--- src/rtl/tmr16_pkg.sv ---
`timescale 1ns/1ps
package tmr16_pkg;
  typedef enum logic [1:0] {
    SEL_FREE = 2'd0,
    SEL_CMP  = 2'd1,
    SEL_TOP  = 2'd2
  } wrap_sel_e;

  typedef enum logic [1:0] {
    ACT_NONE   = 2'b00,
    ACT_TOGGLE = 2'b01,
    ACT_LOW    = 2'b10,
    ACT_HIGH   = 2'b11
  } pin_act_e;

  localparam logic [3:0] WM_CTC_CMP = 4'd4;
  localparam logic [3:0] WM_CTC_TOP = 4'd12;

  function automatic wrap_sel_e decode_wave(input logic [3:0] m);
    case (m)
      WM_CTC_CMP: decode_wave = SEL_CMP;
      WM_CTC_TOP: decode_wave = SEL_TOP;
      default:    decode_wave = SEL_FREE;
    endcase
  endfunction
endpackage

--- src/rtl/tmr16_counter.sv ---
`timescale 1ns/1ps
module tmr16_counter
  import tmr16_pkg::*;
#(
  parameter int W = 16
) (
  input  logic         clk,
  input  logic         rst,
  input  logic         tick,
  input  wrap_sel_e    sel,
  input  logic         wr,
  input  logic [W-1:0] wdata,
  input  logic [W-1:0] cmp_val,
  input  logic [W-1:0] top_val,
  output logic [W-1:0] cnt,
  output logic         ev_cmp,
  output logic         ev_top,
  output logic         ev_ovf
);
  localparam logic [W-1:0] CNT_MAX = '1;

  logic live;
  logic at_top;

  // A host write in this cycle masks every event.
  assign live   = tick && !wr;
  assign ev_cmp = live && (cnt == cmp_val);
  assign ev_top = live && (sel == SEL_TOP) && (cnt == top_val);
  assign ev_ovf = live && (cnt == CNT_MAX);

  always_comb begin
    case (sel)
      SEL_CMP: at_top = (cnt == cmp_val);
      SEL_TOP: at_top = (cnt == top_val);
      default: at_top = 1'b0;
    endcase
  end

  always_ff @(posedge clk) begin
    if (rst)           cnt <= '0;
    else if (wr)       cnt <= wdata;
    else if (tick) begin
      if (at_top)      cnt <= '0;
      else             cnt <= cnt + W'(1);
    end
  end
endmodule

--- src/rtl/tmr16_flags.sv ---
`timescale 1ns/1ps
module tmr16_flags #(
  parameter int N = 3
) (
  input  logic         clk,
  input  logic         rst,
  input  logic [N-1:0] set,
  input  logic [N-1:0] clr,
  output logic [N-1:0] flag
);
  for (genvar i = 0; i < N; i++) begin : g_flag
    always_ff @(posedge clk) begin
      if (rst)         flag[i] <= 1'b0;
      else if (set[i]) flag[i] <= 1'b1;
      else if (clr[i]) flag[i] <= 1'b0;
    end
  end
endmodule

--- src/rtl/tmr16_outunit.sv ---
`timescale 1ns/1ps
module tmr16_outunit
  import tmr16_pkg::*;
(
  input  logic       clk,
  input  logic       rst,
  input  logic       match,
  input  logic       force_s,
  input  logic [1:0] act,
  output logic       pin
);
  logic fire;
  logic nxt;

  assign fire = match || force_s;

  always_comb begin
    case (pin_act_e'(act))
      ACT_TOGGLE: nxt = ~pin;
      ACT_LOW:    nxt = 1'b0;
      ACT_HIGH:   nxt = 1'b1;
      default:    nxt = pin;
    endcase
  end

  always_ff @(posedge clk) begin
    if (rst)       pin <= 1'b0;
    else if (fire) pin <= nxt;
  end
endmodule

--- src/rtl/cmp_timer16.sv ---
`timescale 1ns/1ps
module cmp_timer16
  import tmr16_pkg::*;
#(
  parameter int W = 16
) (
  input  logic         clk,
  input  logic         rst,
  input  logic         tick,
  input  logic [3:0]   wave_mode,
  input  logic [1:0]   out_mode,
  input  logic         force_cmp,
  input  logic         cnt_wr,
  input  logic [W-1:0] cnt_wdata,
  input  logic         cmpa_wr,
  input  logic [W-1:0] cmpa_wdata,
  input  logic         top_wr,
  input  logic [W-1:0] top_wdata,
  input  logic         ovf_clr,
  input  logic         cmpa_clr,
  input  logic         cap_clr,
  output logic [W-1:0] count,
  output logic         ovf_flag,
  output logic         cmpa_flag,
  output logic         cap_flag,
  output logic         out_pin
);
  localparam int NFLAG = 3;

  logic [W-1:0] cmp_q;
  logic [W-1:0] top_q;
  wrap_sel_e    sel;
  logic         ev_cmp, ev_top, ev_ovf;
  logic [NFLAG-1:0] fset, fclr, fq;

  assign sel = decode_wave(wave_mode);

  always_ff @(posedge clk) begin
    if (rst) begin
      cmp_q <= '0;
      top_q <= '0;
    end else begin
      if (cmpa_wr) cmp_q <= cmpa_wdata;
      if (top_wr)  top_q <= top_wdata;
    end
  end

  tmr16_counter #(.W(W)) u_cnt (
    .clk(clk), .rst(rst), .tick(tick), .sel(sel),
    .wr(cnt_wr), .wdata(cnt_wdata),
    .cmp_val(cmp_q), .top_val(top_q),
    .cnt(count), .ev_cmp(ev_cmp), .ev_top(ev_top), .ev_ovf(ev_ovf)
  );

  assign fset = {ev_top, ev_cmp, ev_ovf};
  assign fclr = {cap_clr, cmpa_clr, ovf_clr};

  tmr16_flags #(.N(NFLAG)) u_flg (
    .clk(clk), .rst(rst), .set(fset), .clr(fclr), .flag(fq)
  );

  assign ovf_flag  = fq[0];
  assign cmpa_flag = fq[1];
  assign cap_flag  = fq[2];

  tmr16_outunit u_out (
    .clk(clk), .rst(rst), .match(ev_cmp), .force_s(force_cmp),
    .act(out_mode), .pin(out_pin)
  );
endmodule

--- config.mk ---
export PLATFORM = sky130hd
export DESIGN_NAME = cmp_timer16
export DESIGN_NICKNAME = d
export VERILOG_FILES = /design/src/rtl/tmr16_pkg.sv /design/src/rtl/tmr16_counter.sv /design/src/rtl/tmr16_flags.sv /design/src/rtl/tmr16_outunit.sv /design/src/rtl/cmp_timer16.sv
export SDC_FILE = /design/constraint.sdc
export NUM_CORES = 1
export LEC_CHECK = 0
export ABC_AREA = 1
export BUFFER_PORTS_ARGS = -buffer_cell sky130_fd_sc_hd__buf_2
export CAP_MARGIN = 40
export CORE_MARGIN = 5
export CORE_UTILIZATION = 58
export DETAILED_ROUTE_END_ITERATION = 8
export PLACE_DENSITY = 0.94
export SYNTH_ARGS = -nofsm -noshare
export SYNTH_HDL_FRONTEND = slang
export SYNTH_HIERARCHICAL = 1
export SYNTH_SLANG_ARGS = --single-unit
--- constraint.sdc ---
create_clock -name clk -period 4.45 [get_ports clk]
set_clock_uncertainty 0.2 [all_clocks]
set_input_delay 0.89 -clock clk [delete_from_list [all_inputs] [get_ports clk]]
set_output_delay 0.89 -clock clk [all_outputs]
set_load 0.02 [all_outputs]
==> reports/qor.txt, run 1 <==
Total Routing Usage GR: 0.2218
number of port buffers: 83
WP data required: 4.42 ns
routed length per instance: 11.52 um
Max Clk Rate: 0.4327 GHz
latest clock arrival within the worst-skew pair: 0.30 ns
sequential power share: 0.523
total CTS buffers: 5
gr ovfl total: 0
number of hold violations in the final report: 0
RSZ-0062 raised after global routing: no
drt pass-1 iters: 4
antenna violations before repair: 0
main area contributors after synthesis: sky130_fd_sc_hd__dfxtp_1 31%, sky130_fd_sc_hd__nand2_1 19%, sky130_fd_sc_hd__nor2_1 10%
Area growth syn-to-layout: 13.45%
maximum number of pins on one net before global-route repair: 33
violation count after the first detailed-routing iteration: 217
Synth Area per Inst: 6.145 sq um
post-synth design cell area: 3405 sq um
buffers inserted during post-CTS setup optimization: 0
Clock Root Buffer: sky130_fd_sc_hd__clkbuf_8
number of synthesized flops with an enable pin: 0
Logic pwr share: 0.208
deepest level of the CTS H-tree: 2
count of unresolved DRC violations after routing: 0
endpoints failing setup: 0
clock group share of total power: 0.269
core box area: 5816 sq um
CTS tree: done
Reg clk slew, reported paths: 0.09 ns
hold-fix buffers at CTS: 0
Die Outline Area: 7502 sq um
static leakage: 2.111 nW
cell type contributing the most total cell area after synthesis: sky130_fd_sc_hd__dfxtp_1
element type at the critical path end: flip-flop
vias in the first global route: 3288
Antenna diodes: 0
Resize count post-CTS: 0
Worst Tran Pin Value: 0.5587 ns
Mapped Cells: 554
number of vias in the routed layout: 3410
wire length of the first global-routing pass: 13.62 mm
clk sinks: 52
share of the synthesized area in the top cell type: 0.3058
share of final-layout standard cells stronger than drive strength 1: 0.2460
post-route ant nets: 0
most repeated cell in the gate-level netlist after synthesis: sky130_fd_sc_hd__nand2_1
max-slew violation total from the final report: 0
initial core utilization: 0.5854
category of the worst setup path launch point: primary input
Min Clock Period, post-route: 2.311 ns
post-route fraction of the period consumed by the critical path: 0.5193
setup TNS: 0 ns
switching power: 0.3087 mW
class of the worst hold path: flip-flop to flip-flop
flip-flop cell with the highest count after synthesis: sky130_fd_sc_hd__dfxtp_1
Synth cell types: 34
Post-Syn Nets: 621
I/O pin count: 84
register area share after synthesis: 0.3058
Final #Nets: 692
Worst IR Drop VDD: 0.1597 mV
clock tree buffer depth: 2
switching fraction of total power: 0.3034
Vias/cell: 4.864
number of max-cap violations: 0
# rows: 28
async set-reset flop share out of synthesis: 0
final estimated routing congestion in global placement: 0.9886
Yosys warnings: 6
Final WS setup: 2.139 ns
relative slew slack: 0.6275
ratio of total power to cell area: 263.5 nW/um^2
data arrival time of the worst path: 2.28 ns
result of the run: finished, final reports clean
top cell types by occurrence after synthesis: 176 x sky130_fd_sc_hd__nand2_1, 95 x sky130_fd_sc_hd__nor2_1, 84 x sky130_fd_sc_hd__inv_1
synthesized flop and latch total: 52
type of the worst setup path: primary input to flip-flop
vertical die dimension: 86.62 um
end-of-flow core utilization: 0.6642
Overall Power: 1.018 mW
internal power component: 0.7089 mW
horizontal die dimension: 86.62 um
detailed-placement wirelength estimate: 6.379 mm
worst-case setup slack after placement: 1.838 ns
sum of routed wire length over all layers: 8.076 mm
Max Fanout on Critical Path: 16
==> power groups by stage <==
stage | sequential, mW | clock, mW | combinational, mW
after floorplan | 0.539 | 0 | 0.147
after global placement | 0.539 | 0 | 0.199
after detailed placement | 0.542 | 0 | 0.211
after CTS | 0.531 | 0.279 | 0.212
after global routing | 0.537 | 0.303 | 0.241
final | 0.532 | 0.274 | 0.212
==> logic make-up after synthesis <==
| kind of cell | after synthesis | share of synthesized area |
|---|---|---|
| xor gates and xnor gates | 4 | 0.01029 |
| AOI/OAI and AO/OA | 55 | 0.1106 |
| DFF | 52 | 0.3058 |
| buffers and inverters | 122 | 0.1635 |
| and+or+nand+nor | 318 | 0.3987 |
| adders and majority gates | 3 | 0.01103 |
==> worst paths after layout <==
kind,startpoint,end,slack [ns],cells past startpoint
max,wave_mode[1],u_cnt/cnt[9]$_SDFFE_PP0P_,2.14,14
min,u_flg/flag[2]$_SDFFE_PP0P_,u_flg/flag[2]$_SDFFE_PP0P_,0.27,2
max reg2reg,u_cnt/cnt[0]$_SDFFE_PP0P_,u_flg/flag[0]$_SDFFE_PP0P_,2.37,11
min reg2reg,u_flg/flag[2]$_SDFFE_PP0P_,u_flg/flag[2]$_SDFFE_PP0P_,0.27,2
==> state kept, by name, summed over array words and instances (netlist names) <==
register,count
u_flg/flag,3
u_cnt/cnt,16
cmp_q,16
u_out/pin,1
top_q,16
==> worst max-delay path, cell delays in order <==
cell                      delay (ns)
sky130_fd_sc_hd__buf_2          0.09
sky130_fd_sc_hd__nor2_1         0.10
sky130_fd_sc_hd__nand2_1        0.07
sky130_fd_sc_hd__nor2_1         0.13
sky130_fd_sc_hd__ha_1           0.16
sky130_fd_sc_hd__nand2_1        0.05
sky130_fd_sc_hd__nor2_1         0.10
sky130_fd_sc_hd__nand2_1        0.07
sky130_fd_sc_hd__nor2_2         0.12
sky130_fd_sc_hd__nand3_2        0.09
sky130_fd_sc_hd__nand2_2        0.10
sky130_fd_sc_hd__nand2_4        0.15
sky130_fd_sc_hd__nand2_1        0.11
sky130_fd_sc_hd__a21oi_1        0.06
==> area by class of cell <==
cell class                      instances  area (sq um)
Inverter                              101         380.4
Sequential cell                        52          1041
Timing Repair Buffer                   85         450.4
Clock buffer                            8         90.09
Tap cell                               75         93.84
Multi-Input combinational cell        380          1807
Fill cell                             525          1953
==> through the flow <==
stage | instances | area [sq um] | hold WS, ns
global route | 701 | 3862 | 0.2973
CTS | 701 | 3862 | 0.2710
detailed placement | 693 | 3772 | 0.2572
global placement | 691 | 3737 | 0.2450
floorplan | 554 | 3405 | 0.2586
finish | 701 | 3862 | 0.2678
==> cell usage in the layout, fill, tap and decap left out, drive strengths merged <==
master / synthesis / routed
a211oi: 2 / 2
a21oi: 30 / 30
a22oi: 16 / 16
buf: 17 / 85
clkbuf: 2 / 8
clkinv: 1 / 1
dfxtp: 52 / 52
ha: 3 / 3
inv: 100 / 100
nand2: 195 / 195
nand3: 8 / 8
nand4: 2 / 2
nor2: 105 / 105
nor3: 6 / 6
o21a: 1 / 1
o21ai: 6 / 6
or2: 2 / 2
xor2: 4 / 4
==> routing by layer <==
layer / routed length (um) / vias up / track usage
li1: - / 1787 / -
met3: 502 / 28 / 0.04087
met1: 3608 / 1490 / 0.2808
met4: 300 / 0 / 0.1119
met5: 0 / - / 0
met2: 3664 / 105 / 0.3602
Power figures use the tool's default switching activity.
==> inputs of run 2 (changes only) <==
--- a/config.mk
+++ b/config.mk
@@ -9,9 +9,9 @@
 export BUFFER_PORTS_ARGS = -buffer_cell sky130_fd_sc_hd__buf_2
 export CAP_MARGIN = 40
 export CORE_MARGIN = 5
-export CORE_UTILIZATION = 58
+export CORE_UTILIZATION = 54
 export DETAILED_ROUTE_END_ITERATION = 8
-export PLACE_DENSITY = 0.94
+export PLACE_DENSITY = 0.89
 export SYNTH_ARGS = -nofsm -noshare
 export SYNTH_HDL_FRONTEND = slang
 export SYNTH_HIERARCHICAL = 1
==> constraint.sdc (replaced) <==
create_clock -name clk -period 2.3 [get_ports clk]
set_clock_uncertainty 0.2 [all_clocks]
set_input_delay 0.46 -clock clk [delete_from_list [all_inputs] [get_ports clk]]
set_output_delay 0.46 -clock clk [all_outputs]
set_load 0.02 [all_outputs]
==> run 2 against run 1 <==
  * First-iteration DRC count down 33%
  * Sequential cell count did not move
  * Die area is 6.5% higher
  * Register-to-register slack worse by 2.0 ns
  * Highest routed layer unchanged
  * Final cell count is 0.86% higher
  * Count of clock-buffer cells in the layout shrank 3
==> reports/qor.txt, run 2 (synthesis results as in run 1) <==
vias in the first global route: 3083 (was 3288)
post-route fraction of the period consumed by the critical path: 0.8351
RSZ-0062 raised after global routing: no (unchanged)
Worst IR Drop VDD: 0.3377 mV (was 0.1597 mV)
highest-count cells in the layout ignoring fill and taps: 176 x sky130_fd_sc_hd__nand2_1, 95 x sky130_fd_sc_hd__nor2_1, 84 x sky130_fd_sc_hd__inv_1, 83 x sky130_fd_sc_hd__buf_2, 52 x sky130_fd_sc_hd__dfxtp_1 (unchanged)
CP dominant cell by count: sky130_fd_sc_hd__nand2_1 (unchanged)
class of the worst hold path: primary input to flip-flop (was flip-flop to flip-flop)
gr ovfl total: 0 (unchanged)
count of unresolved DRC violations after routing: 0 (unchanged)
clock tree buffer depth: 2 (unchanged)
hold slack: 0.1831 ns (was 0.2678 ns)
Min Clock Period, post-route: 1.921 ns
routed length per instance: 11.47 um (was 11.52 um)
family of cells with the greatest summed delay on the critical path: simple AND/OR/NAND/NOR gates (unchanged)
final non-filler cell total: 707 (was 701)
number of hold violations in the final report: 0 (unchanged)
post-route ant nets: 0 (unchanged)
Vias/cell: 4.707 (was 4.864)
buffers inserted during post-CTS setup optimization: 0 (unchanged)
largest stage delay on the critical path: 0.53 ns (was 0.16 ns)
static leakage: 2.132 nW (was 2.111 nW)
source of the worst register-to-register timing path: u_cnt/cnt[3]$_SDFFE_PP0P_ (was u_cnt/cnt[0]$_SDFFE_PP0P_)
cell-by-cell listing of the critical path: inv_2, nand2_1, nand2_1, nor2_1, nand2_1, nor2_2, nand2_1, nor2_1, inv_1, nand2_2, nand2_1, nand2_1, a21oi_2 (was buf_2, nor2_1, nand2_1, nor2_1, ha_1, nand2_1, nor2_1, nand2_1, nor2_2, nand3_2, nand2_2, nand2_4, nand2_1, a21oi_1)
start point of the critical path: u_cnt/cnt[3]$_SDFFE_PP0P_ (was wave_mode[1])
Worst Tran Pin Value: 0.5552 ns (was 0.5587 ns)
Antenna diodes: 0 (unchanged)
end-of-flow core utilization: 0.6243 (was 0.6642)
category of the worst setup path launch point: flip-flop (was primary input)
hold-fix buffers at CTS: 0 (unchanged)
Total Routing Usage GR: 0.2115 (was 0.2218)
vertical die dimension: 89.40 um (was 86.62 um)
deepest level of the CTS H-tree: 2 (unchanged)
maximum number of pins on one net before global-route repair: 33 (unchanged)
instance count after placement with tap cells included: 699 (was 693)
worst-case setup slack after placement: 0.1099 ns (was 1.838 ns)
Final WS setup: 0.3793 ns (was 2.139 ns)
drt pass-1 iters: 4 (unchanged)
number of fillers in the final layout: 624 (was 525)
endpoints failing setup: 0 (unchanged)
Final #Nets: 696 (was 692)
Max Fanout on Critical Path: 8 (was 16)
relative slew slack: 0.6299 (was 0.6275)
ratio of total power to cell area: 531.8 nW/um^2 (was 263.5 nW/um^2)
wire length of the first global-routing pass: 13.43 mm (was 13.62 mm)
Die Outline Area: 7992 sq um (was 7502 sq um)
Clock Root Buffer: sky130_fd_sc_hd__clkbuf_8 (unchanged)
number of vias in the routed layout: 3328 (was 3410)
DP Area: 3785 sq um (was 3772 sq um)
Reg clk slew, reported paths: 0.09 ns (about the same)
CTS tree: done (unchanged)
share of final-layout standard cells stronger than drive strength 1: 0.2540 (was 0.2460)
result of the run: finished, final reports clean (unchanged)
number of port buffers: 83 (unchanged)
Area growth syn-to-layout: 14.44% (was 13.45%)
core box area: 6241 sq um (was 5816 sq um)
Max Clk Rate: 0.5206 GHz
I/O pin count: 84 (unchanged)
antenna violations before repair: 0 (unchanged)
largest registers: cmp_q x16, top_q x16, u_cnt/cnt x16 (unchanged)
Resize count post-CTS: 0 (unchanged)
Hold Startpoint: ovf_clr (was u_flg/flag[2]$_SDFFE_PP0P_)
R2R Setup Slk: 0.38 ns (was 2.37 ns)
clk sinks: 52 (unchanged)
type of the worst setup path: flip-flop to flip-flop (was primary input to flip-flop)
Overall Power: 2.072 mW (was 1.018 mW)
horizontal die dimension: 89.40 um (was 86.62 um)
element type at the critical path end: flip-flop (unchanged)
most common library cell in the layout ignoring fill and taps: sky130_fd_sc_hd__nand2_1 (unchanged)
Post-Layout Inst Area: 3896 sq um (was 3862 sq um)
sum of routed wire length over all layers: 8.107 mm (was 8.076 mm)
initial core utilization: 0.5455 (was 0.5854)
latest clock arrival within the worst-skew pair: 0.31 ns (was 0.30 ns)
max-slew violation total from the final report: 0 (unchanged)
number of max-cap violations: 0 (unchanged)
# rows: 29 (was 28)
data arrival time of the worst path: 1.92 ns (was 2.28 ns)
Worst path slowest cell: sky130_fd_sc_hd__dfxtp_1 (was sky130_fd_sc_hd__ha_1)
total CTS buffers: 5 (unchanged)
WP data required: 2.30 ns (was 4.42 ns)
final estimated routing congestion in global placement: 0.9160 (was 0.9886)
detailed-placement wirelength estimate: 6.349 mm (was 6.379 mm)
CP Buf/Inv Count: 2 (was 1)
setup TNS: 0 ns (unchanged)
violation count after the first detailed-routing iteration: 146 (was 217)
[run 2: changes by cell type in the layout (fill, tap and decap cells not counted)]
cell	before	now
sky130_fd_sc_hd__clkbuf_8	6	5
sky130_fd_sc_hd__bufinv_16	0	1
sky130_fd_sc_hd__clkinv_2	1	2
sky130_fd_sc_hd__buf_4	1	6
sky130_fd_sc_hd__clkbuf_1	2	0
sky130_fd_sc_hd__clkinvlp_4	0	1
sky130_fd_sc_hd__buf_16	1	0
[run 2: path summary, 6_finish.rpt]
| path | end | depth (start not counted) |
|---|---|---|
| setup / recovery | u_out/pin$_SDFFE_PP0P_ | 13 |
| setup reg to reg | u_out/pin$_SDFFE_PP0P_ | 13 |
| hold reg to reg | u_flg/flag[0]$_SDFFE_PP0P_ | 2 |
| hold / removal | u_flg/flag[0]$_SDFFE_PP0P_ | 4 |
[run 2: area by class of cell]
| class | count | area, sq um | area share |
|---|---|---|---|
| sequential | 52 | 1041 | 0.2672 |
| timing repair buffer | 89 | 460.4 | 0.1182 |
| clock inverter | 3 | 42.54 | 0.01092 |
| clock buffer | 5 | 68.82 | 0.01766 |
| inverter | 101 | 380.4 | 0.09762 |
| multi-input combinational | 380 | 1807 | 0.4637 |
| tap | 77 | 96.34 | 0.02473 |
[run 2: power by group]
group	switching (mW)	internal, mW
Clock	0.313	0.322
Combinational	0.242	0.170
Sequential	0.0675	0.957
[run 2: tightest hold or removal path, cell delays in order]
cell	delay (ns)
sky130_fd_sc_hd__buf_2	0.07
sky130_fd_sc_hd__inv_1	0.03
sky130_fd_sc_hd__nand2_1	0.04
sky130_fd_sc_hd__a21oi_1	0.05
[run 2: per-layer routing]
metal	track usage	share of wire	vias to the layer above
met1	0.2754	0.46	1455
met4	0.05413	0.011	0
met3	0.03041	0.059	6
met2	0.3657	0.47	76
met5	0	0	-
li1	-	-	1791
